`src/rtl/lcd_bus_pkg.sv`:
```
package lcd_bus_pkg;

  typedef enum logic [2:0] {
    PH_IDLE,
    PH_RSET,
    PH_RHI,
    PH_RHLD,
    PH_WSET,
    PH_WHI,
    PH_WHLD
  } phase_t;

  localparam int INIT_LEN = 4;

  // power-up command list, sent as commands in index order
  function automatic logic [7:0] init_byte(input logic [2:0] idx);
    case (idx)
      3'd0:    return 8'h38;
      3'd1:    return 8'h0E;
      3'd2:    return 8'h01;
      default: return 8'h06;
    endcase
  endfunction

  // nanoseconds to whole clock cycles, rounded up, never zero
  function automatic int ns_to_cyc(input int ns, input int period_ps);
    int c;
    c = (ns * 1000 + period_ps - 1) / period_ps;
    return (c < 1) ? 1 : c;
  endfunction

endpackage

```
`src/rtl/lcd_bus_phy.sv`:
```
module lcd_bus_phy
  import lcd_bus_pkg::*;
#(
  parameter int SETUP_CYC = 15,
  parameter int HIGH_CYC  = 113,
  parameter int HOLD_CYC  = 5
) (
  input  logic       clk,
  input  logic       rst_n,
  input  logic       start,
  input  logic       start_rs,
  input  logic [7:0] start_byte,
  output logic       phy_idle,
  input  logic       d7_in,
  output logic       lcd_rs,
  output logic       lcd_rw,
  output logic       lcd_en,
  output logic [7:0] lcd_db_out,
  output logic       lcd_db_oe
);
  localparam int MAXC  = (SETUP_CYC > HIGH_CYC) ? ((SETUP_CYC > HOLD_CYC) ? SETUP_CYC : HOLD_CYC)
                                                : ((HIGH_CYC > HOLD_CYC) ? HIGH_CYC : HOLD_CYC);
  localparam int CNT_W = $clog2(MAXC + 1);
  localparam logic [CNT_W-1:0] SET_L = CNT_W'(SETUP_CYC - 1);
  localparam logic [CNT_W-1:0] HI_L  = CNT_W'(HIGH_CYC - 1);
  localparam logic [CNT_W-1:0] HLD_L = CNT_W'(HOLD_CYC - 1);

  phase_t           st;
  logic [CNT_W-1:0] cnt;
  logic             rs_q;
  logic [7:0]       byte_q;
  logic             busy_q;

  wire tick      = (cnt == '0);
  wire rd_phase  = (st == PH_RSET) || (st == PH_RHI) || (st == PH_RHLD);
  wire wr_phase  = (st == PH_WSET) || (st == PH_WHI) || (st == PH_WHLD);
  // named event: the bus turns from a status read to a write
  wire wr_enter  = (st == PH_RHLD) && tick && !busy_q;

  always_ff @(posedge clk or negedge rst_n) begin
    if (!rst_n) begin
      st     <= PH_IDLE;
      cnt    <= '0;
      rs_q   <= 1'b0;
      byte_q <= 8'h00;
      busy_q <= 1'b0;
    end else begin
      case (st)
        PH_IDLE: if (start) begin
          rs_q   <= start_rs;
          byte_q <= start_byte;
          st     <= PH_RSET;
          cnt    <= SET_L;
        end
        PH_RSET: if (tick) begin st <= PH_RHI; cnt <= HI_L; end else cnt <= cnt - 1'b1;
        PH_RHI:  if (tick) begin
          busy_q <= d7_in;
          st     <= PH_RHLD;
          cnt    <= HLD_L;
        end else cnt <= cnt - 1'b1;
        PH_RHLD: if (tick) begin
          st  <= busy_q ? PH_RSET : PH_WSET;
          cnt <= SET_L;
        end else cnt <= cnt - 1'b1;
        PH_WSET: if (tick) begin st <= PH_WHI; cnt <= HI_L; end else cnt <= cnt - 1'b1;
        PH_WHI:  if (tick) begin st <= PH_WHLD; cnt <= HLD_L; end else cnt <= cnt - 1'b1;
        PH_WHLD: if (tick) st <= PH_IDLE; else cnt <= cnt - 1'b1;
        default: st <= PH_IDLE;
      endcase
    end
  end

  assign phy_idle   = (st == PH_IDLE);
  assign lcd_rw     = rd_phase;
  assign lcd_rs     = wr_phase & rs_q;
  assign lcd_en     = (st == PH_RHI) || (st == PH_WHI);
  assign lcd_db_oe  = wr_phase;
  assign lcd_db_out = wr_phase ? byte_q : 8'h00;

  // strobe length monitor for the width check
  logic [CNT_W:0] en_run;
  always_ff @(posedge clk or negedge rst_n) begin
    if (!rst_n)      en_run <= '0;
    else if (lcd_en) en_run <= en_run + 1'b1;
    else             en_run <= '0;
  end

  p_en_width_r3: assert property (@(posedge clk) disable iff (!rst_n)
    $fell(lcd_en) |-> (en_run >= (CNT_W+1)'(HIGH_CYC)));

  p_en_stable_r3: assert property (@(posedge clk) disable iff (!rst_n)
    (lcd_en && $past(lcd_en)) |-> ($stable(lcd_rs) && $stable(lcd_rw) && $stable(lcd_db_out)));

  p_read_released_r4: assert property (@(posedge clk) disable iff (!rst_n)
    lcd_rw |-> (!lcd_db_oe && !lcd_rs));

  p_write_gated_r5: assert property (@(posedge clk) disable iff (!rst_n)
    wr_enter |=> (lcd_db_oe && !lcd_rw && $past(busy_q) == 1'b0));

  p_write_from_read_r5: assert property (@(posedge clk) disable iff (!rst_n)
    $rose(lcd_db_oe) |-> $past(st == PH_RHLD));

endmodule

```
`src/rtl/lcd_bus_front.sv`:
```
module lcd_bus_front
  import lcd_bus_pkg::*;
(
  input  logic       clk,
  input  logic       rst_n,
  input  logic       host_req,
  input  logic       host_is_data,
  input  logic [7:0] host_byte,
  output logic       host_ready,
  input  logic       phy_idle,
  output logic       start,
  output logic       start_rs,
  output logic [7:0] start_byte
);
  localparam logic [2:0] INIT_END = 3'(INIT_LEN);

  logic [2:0] init_idx;
  wire init_done  = (init_idx == INIT_END);
  wire init_issue = !init_done && phy_idle;
  wire host_take  = host_req && host_ready;

  always_ff @(posedge clk or negedge rst_n) begin
    if (!rst_n)          init_idx <= 3'd0;
    else if (init_issue) init_idx <= init_idx + 3'd1;
  end

  assign host_ready = init_done && phy_idle;
  assign start      = init_issue || host_take;
  assign start_rs   = init_done ? host_is_data : 1'b0;
  assign start_byte = init_done ? host_byte : init_byte(init_idx);

  p_ready_after_init_r7: assert property (@(posedge clk) disable iff (!rst_n)
    host_ready |-> init_done);

  p_start_when_idle_r7: assert property (@(posedge clk) disable iff (!rst_n)
    start |-> phy_idle);

  p_ready_drops_r7: assert property (@(posedge clk) disable iff (!rst_n)
    host_take |=> !host_ready);

  p_init_cmd_r2: assert property (@(posedge clk) disable iff (!rst_n)
    init_issue |-> !start_rs);

endmodule

```
`src/rtl/lcd_bus_ctrl.sv`:
```
module lcd_bus_ctrl
  import lcd_bus_pkg::*;
#(
  parameter int CLK_PERIOD_PS = 4000,
  parameter int EN_HIGH_NS    = 450,
  parameter int SETUP_NS      = 60,
  parameter int HOLD_NS       = 20
) (
  input  logic       clk,
  input  logic       rst_n,
  input  logic       host_req,
  input  logic       host_is_data,
  input  logic [7:0] host_byte,
  output logic       host_ready,
  output logic       lcd_rs,
  output logic       lcd_rw,
  output logic       lcd_en,
  output logic [7:0] lcd_db_out,
  output logic       lcd_db_oe,
  input  logic       lcd_d7_in
);
  localparam int SETUP_CYC = ns_to_cyc(SETUP_NS,   CLK_PERIOD_PS);
  localparam int HIGH_CYC  = ns_to_cyc(EN_HIGH_NS, CLK_PERIOD_PS);
  localparam int HOLD_CYC  = ns_to_cyc(HOLD_NS,    CLK_PERIOD_PS);

  logic       phy_idle;
  logic       start;
  logic       start_rs;
  logic [7:0] start_byte;

  lcd_bus_front u_front (
    .clk          (clk),
    .rst_n        (rst_n),
    .host_req     (host_req),
    .host_is_data (host_is_data),
    .host_byte    (host_byte),
    .host_ready   (host_ready),
    .phy_idle     (phy_idle),
    .start        (start),
    .start_rs     (start_rs),
    .start_byte   (start_byte)
  );

  lcd_bus_phy #(
    .SETUP_CYC (SETUP_CYC),
    .HIGH_CYC  (HIGH_CYC),
    .HOLD_CYC  (HOLD_CYC)
  ) u_phy (
    .clk        (clk),
    .rst_n      (rst_n),
    .start      (start),
    .start_rs   (start_rs),
    .start_byte (start_byte),
    .phy_idle   (phy_idle),
    .d7_in      (lcd_d7_in),
    .lcd_rs     (lcd_rs),
    .lcd_rw     (lcd_rw),
    .lcd_en     (lcd_en),
    .lcd_db_out (lcd_db_out),
    .lcd_db_oe  (lcd_db_oe)
  );

endmodule

```
`config.mk`:
```
export PLATFORM = sky130hd
export DESIGN_NAME = lcd_bus_ctrl
export DESIGN_NICKNAME = d
export VERILOG_FILES = /design/src/rtl/lcd_bus_pkg.sv /design/src/rtl/lcd_bus_phy.sv /design/src/rtl/lcd_bus_front.sv /design/src/rtl/lcd_bus_ctrl.sv
export SDC_FILE = /design/constraint.sdc
export NUM_CORES = 1
export LEC_CHECK = 0
export BUFFER_PORTS_ARGS = -buffer_cell sky130_fd_sc_hd__buf_4
export CORE_ASPECT_RATIO = 0.7
export CORE_UTILIZATION = 52
export DETAILED_ROUTE_END_ITERATION = 10
export GPL_ROUTABILITY_DRIVEN = 0
export MAX_ROUTING_LAYER = met4
export PLACE_DENSITY_LB_ADDON = 0.3
export SLEW_MARGIN = 5
export SYNTH_ARGS = -nofsm -noshare
export SYNTH_HDL_FRONTEND = slang
export SYNTH_SLANG_ARGS = --single-unit
```
`constraint.sdc`:
```
create_clock -name clk -period 5.1 [get_ports clk]
set_clock_uncertainty 0.15 [all_clocks]
set_input_delay 0.51 -clock clk [delete_from_list [all_inputs] [get_ports clk]]
set_output_delay 0.51 -clock clk [all_outputs]
set_load 0.01 [all_outputs]
```
# --- Word-level counts from Yosys, hierarchy flattened ---
# Index checks and enable logic that the tools add are counted.
totals:
  ff_bits: 23
  input_bits: 13
  out_inout_bits: 13
op_classes:
  n_addsub: 2
  n_eq_ne: 17
  muxes: 19
  bitwise: 1
  reduce_logical: 20
ops:
  columns: ["op", "count"]
  rows:
  - ["$mux 7", 5]
  - ["$pmux 7 s5", 1]
  - ["$mux 3", 8]
  - ["$pmux 3 s7", 1]
  - ["$pmux 6 s3", 1]
  - ["$mux 8", 2]
  - ["$eq 3x3->1 const B", 4]
  - ["$ne 2x1->1 const B", 6]
  - ["$eq 3x2->1 const B", 3]
  - ["$logic_not 7->1", 1]
  - ["$reduce_and 7->1", 1]
  - ["$sub 7x1->7 const B", 1]
  - ["$eq 3x1->1 const B", 2]
  - ["$logic_not 3->1", 2]
  - ["$logic_or 1x1->1", 6]
  - ["$reduce_bool 5->1", 1]
  - ["$ne 2x2->1 const B", 2]
  - ["$reduce_and 2->1", 2]
  - ["$reduce_or 2->1", 2]
  - ["$add 3x1->3 const B", 1]
  - ["$logic_and 1x1->1", 3]
  - ["$reduce_and 3->1", 1]
  - ["$and 1x1->1", 1]
  - ["$logic_not 1->1", 1]
  - ["$mux 1", 1]

# --- Longest topological paths before layout ---
# Gate-level depths: netlist (run 1).
logic_depth:
  depth_word: 6
  ltp_mapped: 8

# --- Hierarchy ---
# Synthesis (run 1) repeated with hierarchy kept, for this count alone.
hier_totals:
  cells_unflattened: 150
  area_unflattened_um2: 1462.7
modules_own_cells:
  columns: ["module", "n_inst", "cells_each", "area_per_inst_um2", "seq_area_each_um2"]
  rows:
  - ["lcd_bus_phy", 1, 115, 1161.1, 500.5]
  - ["lcd_bus_front", 1, 35, 301.5, 75.1]

# --- Least setup slack after synthesis (run 1) ---
# No wires, ideal clock.
synth_timing:
  kind: "reg2reg"
  start: "register u_phy.cnt[0]"
  end: "register u_phy.cnt[3]"
  t_arrival_ns: 1.722
  setup_slack_ns: 3.143
  path_stages_with_launch: 7
  synth_period_minus_slack_ns: 1.957
  path_cell_list: "dfrtp_1 > inv_1 > ha_1 > or3b_1 > or4_4 > nor3b_1 > a32oi_1"
synth_via:
  elab_chain_len: 3
  elab_cells_between_ends: 9
synth_lines:
  columns: ["element", "line", "source"]
  rows:
  - ["start, declared", "lcd_bus_phy.sv:29", "logic [CNT_W-1:0] cnt;"]
  - ["start signal, assigned", "lcd_bus_phy.sv:60", "end else cnt <= cnt - 1'b1;"]
  - ["start signal, assigned", "lcd_bus_phy.sv:64", "end else cnt <= cnt - 1'b1;"]
  - ["$sub 7x1->7 or $logic_not 7->1 (tied branches)", null, null]
  - ["$mux 7, or another cell as far along", "lcd_bus_phy.sv:67", "PH_WHLD: if (tick) st <= PH_IDLE; else cnt <= cnt - 1'b1;"]
  - ["$pmux 7 s5 or $reduce_and 3->1 (tied branches)", null, null]
# Parallel ways exist; a longest one is shown, timed or not. The select of a mux whose other input is x is not followed.
# A chain may end at the register's enable or synchronous reset.

# --- Worst setup path in the final report (run 1) ---
layout_timing:
  start: "register u_front.init_idx[1]"
  end: "register u_phy.byte_q[2]"
layout_via:
  elab_chain_len: 5
  elab_cells_between_ends: 12
layout_lines:
  columns: ["element", "line", "source"]
  rows:
  - ["start, declared", "lcd_bus_front.sv:17", "logic [2:0] init_idx;"]
  - ["start signal, assigned", "lcd_bus_front.sv:24", "else if (init_issue) init_idx <= init_idx + 3'd1;"]
  - ["$eq 3x3->1", "lcd_bus_front.sv:18", "wire init_done = (init_idx == INIT_END);"]
  - ["$logic_not 1->1 or $logic_and 1x1->1 (tied branches)", "lcd_bus_front.sv:19, lcd_bus_front.sv:27", null]
  - ["$logic_and 1x1->1, on equally long branches", "lcd_bus_front.sv:19, lcd_bus_front.sv:20", null]
  - ["$logic_or 1x1->1", "lcd_bus_front.sv:28", "assign start = init_issue || host_take;"]
  - ["$reduce_and 2->1 (no source line)", null, null]
  - ["end signal, assigned", "lcd_bus_phy.sv:51", "byte_q <= start_byte;"]
  - ["end, declared", "lcd_bus_phy.sv:31", "logic [7:0] byte_q;"]
# Parallel ways exist; a longest one is shown, timed or not.

==> flow_summary.yaml, run 1 <==
clock_tree:
  path_clk_slew_ps: 80
  clock_latency_ps: 260
  cts_tree: "done"
  clock_path_buffers: 2
  cts_buffers: 3
  h-tree-depth: 1
  clock-root-buffer: "clkbuf_8"
  cts.sinks: 23
final_layout:
  final_common_cell: "buf_4"
  layout-drive-gt1-share_pct: 20.22
  final_cell_area_um2: 1655
  antenna_cells: 0
  syn2layout_area_growth_pct: 17.70
  layout_common_cells: "buf_4, dfrtp_1, nand2_1"
  nets: 198
  fin_cells: 212
  num-fill-cells: 220
routing:
  viasPerCell: 5.726
  wire_per_inst_um: 13.88
  vias: 1214
  drt-total-wl_um: 2942
  drc_errors: 0
  dr.pass1.iters: 5
  drt-initial-drc-count: 74
  ant_nets: 0
sta:
  rsz0062_at_grt: "false"
  setup_viol: 0
  finalCritPeriodShare_pct: 47.92
  fin_tns_setup_ps: 0
  max_freq_ghz: 0.4092
  fin_crit_ps: 2444
  maxSlewViolCount: 0
  worstMarginPinSlew_ps: 1066
  hold_viol_final: 0
  finalWorstSetupSlack_ps: 2656
  relSlewSlack_pct: 28.17
floorplanning:
  initial_utilization_pct: 55.92
  dieArea_um2: 2920
  core_um2: 2515
  io_pins: 26
  die_w_um: 64.16
  chipHeight_um: 45.51
  fp-row-count: 15
logic_synthesis:
  synth-async-reset-ratio_pct: 100.0
  seq_area_frac_synth_pct: 40.93
  synth_cells: 155
  synth_fp_nets: 174
  synth_edf_count: 0
  yosys-top-cells-area: "dfrtp_1, ha_1, o21ai_0, and2_1, nand2_1"
  synth_top_area_cell: "dfrtp_1"
  yosysUniqueCellTypes: 44
  yosysWarnings: 0
  syn_area_um2: 1406
  postSynth.topFlopCell: "dfrtp_1"
  netlist.area_leader.share_pct: 40.93
  ys_seq_elements: 23
  syn_avg_cell_area_um2: 9.073
setup_path:
  cpPeakStageDelay_ps: 860
  ff2ff_setup_slack_ps: 2660
  crit_path_end_kind: "flop"
  cp.arrival_ps: 2500
  cp-start-kind: "flop"
  crit_type: "reg2reg"
  cp_max_fo: 12
  required_ps: 5160
  path_cells: "inv_1 -> ha_1 -> nand2_1 -> o21ai_0 -> a211o_1 -> o22a_1"
  cp_slowest_cell: "o21ai_0"
flow_run:
  drv_cap: 0
global_routing:
  grt_max_degree: 24
  grt_use_total_pct: 23.75
  grt_pass1_wl_um: 4981
  grt_pass1_vias: 1073
  grt.overflow.total: 0
  grt_antenna_before_repair: 0
power:
  power_density_nw_per_um2: 184.7
  vdd_drop_max_mv: 0.1600
  leakage_uw: 0.0007663
placement:
  placed_cell_area_um2: 1599
  hpwlAfterDp_um: 2188
  dp.cells: 207
  dp_slack_ps: 2709
  io_buffer_count: 25
status:
  status: "complete, no violations"
hold_path:
  hold_path_class: "in2reg"
[final cells by class]
| class | instances | area [um^2] | share of cell area [%] |
|---|---|---|---|
| Sequential cell | 23 | 575.6 | 34.77 |
| Tap cell | 34 | 42.54 | 2.570 |
| Multi-Input combinational cell | 118 | 767.0 | 46.33 |
| Clock inverter | 1 | 5.005 | 0.3023 |
| Inverter | 7 | 26.28 | 1.587 |
| Timing Repair Buffer | 26 | 197.7 | 11.94 |
| Clock buffer | 3 | 41.29 | 2.494 |
[logic make-up after synthesis]
kind of cell,Yosys count,share of synthesized area (%)
AOI/OAI and AO/OA,49,23.84
xor gates and xnor gates,2,1.246
adders and majority gates,6,5.338
buffers and inverters,14,4.538
DFF,23,40.93
muxes,1,0.8007
and+or+nand+nor,60,23.31
[routing by layer]
layer	global-route usage (%)	share of wire (%)	vias up
li1	-	-	612
met1	35.09	50	561
met2	33.19	43	39
met3	5.750	6.2	2
met4	4.444	0.44	0
met5	-	0	-
[sequential cells by signal, summed over array words and instances (netlist names)]
signal            cells
u_phy.cnt             7
u_phy.busy_q          1
u_phy.st              3
u_phy.rs_q            1
u_front.init_idx      3
u_phy.byte_q          8
[repair_timing]
| item | in CTS | in global routing |
|---|---|---|
| endpoints found under the hold margin | 23 | 0 |
| hold buffers | 1 | 0 |
| setup endpoints to repair | 0 | 0 |
| gates resized for setup | 0 | 0 |
| setup buffers | 0 | 0 |
[worst max-delay path, delay by kind of cell, from the launching register on]
family / cells / cell delay, ps
flops: 1 / 420
fa+ha+maj: 1 / 320
buf+inv: 1 / 110
simple gates: 1 / 170
compound gates: 3 / 1220
[final timing paths]
| check | depth (start not counted) | to | startpoint |
|---|---|---|---|
| setup / recovery | 6 | u_phy.byte_q[2] | u_front.init_idx[1] |
| hold / removal | 2 | u_phy.byte_q[6] | host_byte[6] |
| setup reg to reg | 6 | u_phy.byte_q[2] | u_front.init_idx[1] |
| hold reg to reg | 2 | u_phy.byte_q[3] | u_phy.byte_q[3] |
| max in group asynchronous | 2 | u_phy.st[0] | rst_n |
| min in group asynchronous | 2 | u_phy.cnt[6] | rst_n |
[synthesized netlist by cell type (3+ instances only)]
cell type,count
dfrtp_1,23
a21oi_1,6
ha_1,6
inv_1,7
a31oi_1,4
a22o_1,3
and2_1,10
nor3_1,6
clkbuf_1,5
nor3b_1,3
nand3_1,3
o21ai_0,15
nand2_1,16
nor2_1,9
[through the flow]
step                      hold slack, ps  util, %  power [uW]
after CTS                          308.5    65.82       309.2
after global placement             266.2    63.58       196.8
final                              318.2    65.82       305.7
after global routing               310.3    65.82       316.6
after detailed placement           266.6    63.58       196.8
after floorplan                    64.41        -       185.9
[power by group]
| group | internal [uW] | switching, uW |
|---|---|---|
| logic | 6.28 | 5.09 |
| registers | 182 | 0 |
| clock network | 54.5 | 57.6 |
| total | 243 | 62.7 |
(Power assumes the default switching activity.)
==> run 2, diff against run 1 <==
--- a/config.mk
+++ b/config.mk
@@ -7,7 +7,7 @@
 export LEC_CHECK = 0
 export BUFFER_PORTS_ARGS = -buffer_cell sky130_fd_sc_hd__buf_4
 export CORE_ASPECT_RATIO = 0.7
-export CORE_UTILIZATION = 52
+export CORE_UTILIZATION = 49
 export DETAILED_ROUTE_END_ITERATION = 10
 export GPL_ROUTABILITY_DRIVEN = 0
 export MAX_ROUTING_LAYER = met4
==> constraint.sdc (replaced) <==
create_clock -name clk -period 2.2 [get_ports clk]
set_clock_uncertainty 0.15 [all_clocks]
set_input_delay 0.22 -clock clk [delete_from_list [all_inputs] [get_ports clk]]
set_output_delay 0.22 -clock clk [all_outputs]
set_load 0.01 [all_outputs]
==> run 2 against run 1 <==
Compared with the run above: die area rose by 5.9%; global-route usage rose by 1.5 points; utilization rose by 0.80 points; count of clock-buffer cells in the layout did not move; register-to-register slack got worse by 2600 ps; via count rose by 5.0%; worst hold slack got worse by 300 ps; clock power rose by 130%; sequential power rose by 130%; combinational power rose by 130%; total power rose by 130%; critical path depth did not move.
==> flow_summary.yaml, run 2 (synthesis gave the netlist of run 1 again) <==
floorplanning:
  chipHeight_um: 46.82
  io_pins: 26
  die_w_um: 66.03
  initial_utilization_pct: 54.30
  core_um2: 2590
  fp-row-count: 15
  dieArea_um2: 3092
global_routing:
  grt_use_total_pct: 25.28
  grtUsageMet3_pct: 7.524
  grt_antenna_before_repair: 0
  grt_pass1_wl_um: 5368
  grt_util_met2_pct: 40.00
  grt_pass1_vias: 1157
  grt_max_degree: 24
  gr-max-usage-layer: "met2"
  grt_use_met1_pct: 32.10
  grt.overflow.total: 0
setup_path:
  cp_max_fo: 5
  r2r-end: "u_phy.cnt[3]"
  cpPeakStageDelay_ps: 440
  cp_slowest_cell: "or4_4"
  cp_top_family: "simple AND/OR/NAND/NOR gates"
  required_ps: 2240
  crit_type: "reg2reg"
  cp-start-kind: "flop"
  reg2regPathDepth: 6
  r2r-start: "u_phy.cnt[0]"
  path_cells: "inv_1 -> ha_1 -> or3b_4 -> or4_4 -> nor3b_1 -> a32oi_1"
  critPathBufInv: 1
  cp.arrival_ps: 2140
  ff2ff_setup_slack_ps: 100
  crit_path_end_kind: "flop"
final_layout:
  fin_cells: 219
  syn2layout_area_growth_pct: 22.69
  layout-drive-gt1-share_pct: 24.86
  layout_common_cells: "buf_4, dfrtp_1, nand2_1"
  nets: 205
  num-fill-cells: 209
  antenna_cells: 0
  final_common_cell: "buf_4"
  largest_register: "u_phy.byte_q"
  largest_register_ffs: 8
  reg.largest.list: "u_phy.byte_q (8), u_phy.cnt (7)"
hold_path:
  hold_depth: 2
  min_to: "u_phy.byte_q[6]"
  hold_path_class: "in2reg"
  hp-start: "host_byte[6]"
clock_tree:
  cts_tree: "done"
  clock_path_buffers: 2
  cts.sinks: 23
  path_clk_slew_ps: 80
  clock_latency_ps: 270
  cts_buffers: 3
  postCtsSetupRepairBufs: 0
  clock-root-buffer: "clkbuf_8"
  h-tree-depth: 1
placement:
  hpwlAfterDp_um: 2497
  dp.cells: 214
  io_buffer_count: 25
routing:
  wire_per_inst_um: 15.29
  drt-total-wl_um: 3348
  dr.pass1.iters: 4
  vias: 1275
  ant_nets: 0
  drc_errors: 0
  viasPerCell: 5.822
  drt-initial-drc-count: 88
sta:
  finalCritPeriodShare_pct: 95.40
  hold_viol_final: 0
  setup_viol: 0
  worstMarginPinSlew_ps: 479.1
  max_freq_ghz: 0.4765
  fin_tns_setup_ps: 0
  rsz0062_at_grt: "false"
  maxSlewViolCount: 0
  fin_crit_ps: 2099
  relSlewSlack_pct: 67.82
power:
  sequentialPowerShare_pct: 59.6
  p_sw_uw: 145.5
  clockPowerShare_pct: 36.8
  leakage_uw: 0.0008065
  power_density_nw_per_um2: 410.8
  p_int_uw: 563.3
  swShare_pct: 20.53
  vdd_drop_max_mv: 0.3663
  combPwrFrac_pct: 3.7
status:
  status: "complete, no violations"
flow_run:
  drv_cap: 0
## run 2: routing by layer
metal / vias up / wire [um]
met4: 0 / 32
met3: 6 / 230
li1: 624 / -
met5: - / 0
met2: 49 / 1495
met1: 596 / 1590
## run 2: worst max path at each step
stage	end	cells past startpoint	start
final	u_phy.cnt[3]	6	u_phy.cnt[0]
after detailed placement	u_phy.cnt[6]	6	u_phy.cnt[0]
after CTS	lcd_db_out[6]	4	u_phy.st[2]
after global placement	u_phy.cnt[3]	6	u_phy.cnt[0]
after floorplan	u_phy.cnt[3]	6	u_phy.cnt[0]
after global routing	u_phy.cnt[3]	6	u_phy.cnt[0]
## run 2: layout make-up
cell class | count | area, um^2 | share of cell area (%)
clock buffer | 3 | 41.29 | 2.393
clock inverter | 1 | 5.005 | 0.2901
inverter | 7 | 26.28 | 1.523
multi-input combinational | 118 | 784.5 | 45.47
sequential | 23 | 575.6 | 33.36
tap | 34 | 42.54 | 2.466
timing repair buffer | 33 | 250.2 | 14.50
## run 2: stage by stage
| step | setup WS [ps] | total power [uW] | hold slack [ps] | utilization, % | cell area (um^2) |
|---|---|---|---|---|---|
| 2_1_floorplan | 242.6 | 430.9 | -225.6 | - | 1406 |
| 3_3_place_gp | 197.2 | 455.7 | -24.24 | 63.77 | 1652 |
| 3_5_place_dp | 108.3 | 456.2 | -18.58 | 63.77 | 1652 |
| 4_1_cts | 61.63 | 718.5 | 15.53 | 65.94 | 1708 |
| 5_1_grt | 25.18 | 733.7 | 14.63 | 66.62 | 1725 |
| 6_report | 101.2 | 708.8 | 18.03 | 66.62 | 1725 |
## run 2: power groups by stage
stage               Sequential [uW]  Clock (uW)  Combinational (uW)
finish                          422         261                25.9
CTS                             422         269                26.9
global placement                431           0                24.9
global route                    422         282                29.4
detailed placement              431           0                25.4
floorplan                       431           0              0.0404
## run 2: timing repair
item	4_1_cts	5_1_grt
resized for setup	0	4
endpoints found under the hold margin	23	0
hold buffers	1	0
endpoints found under the setup margin	0	9
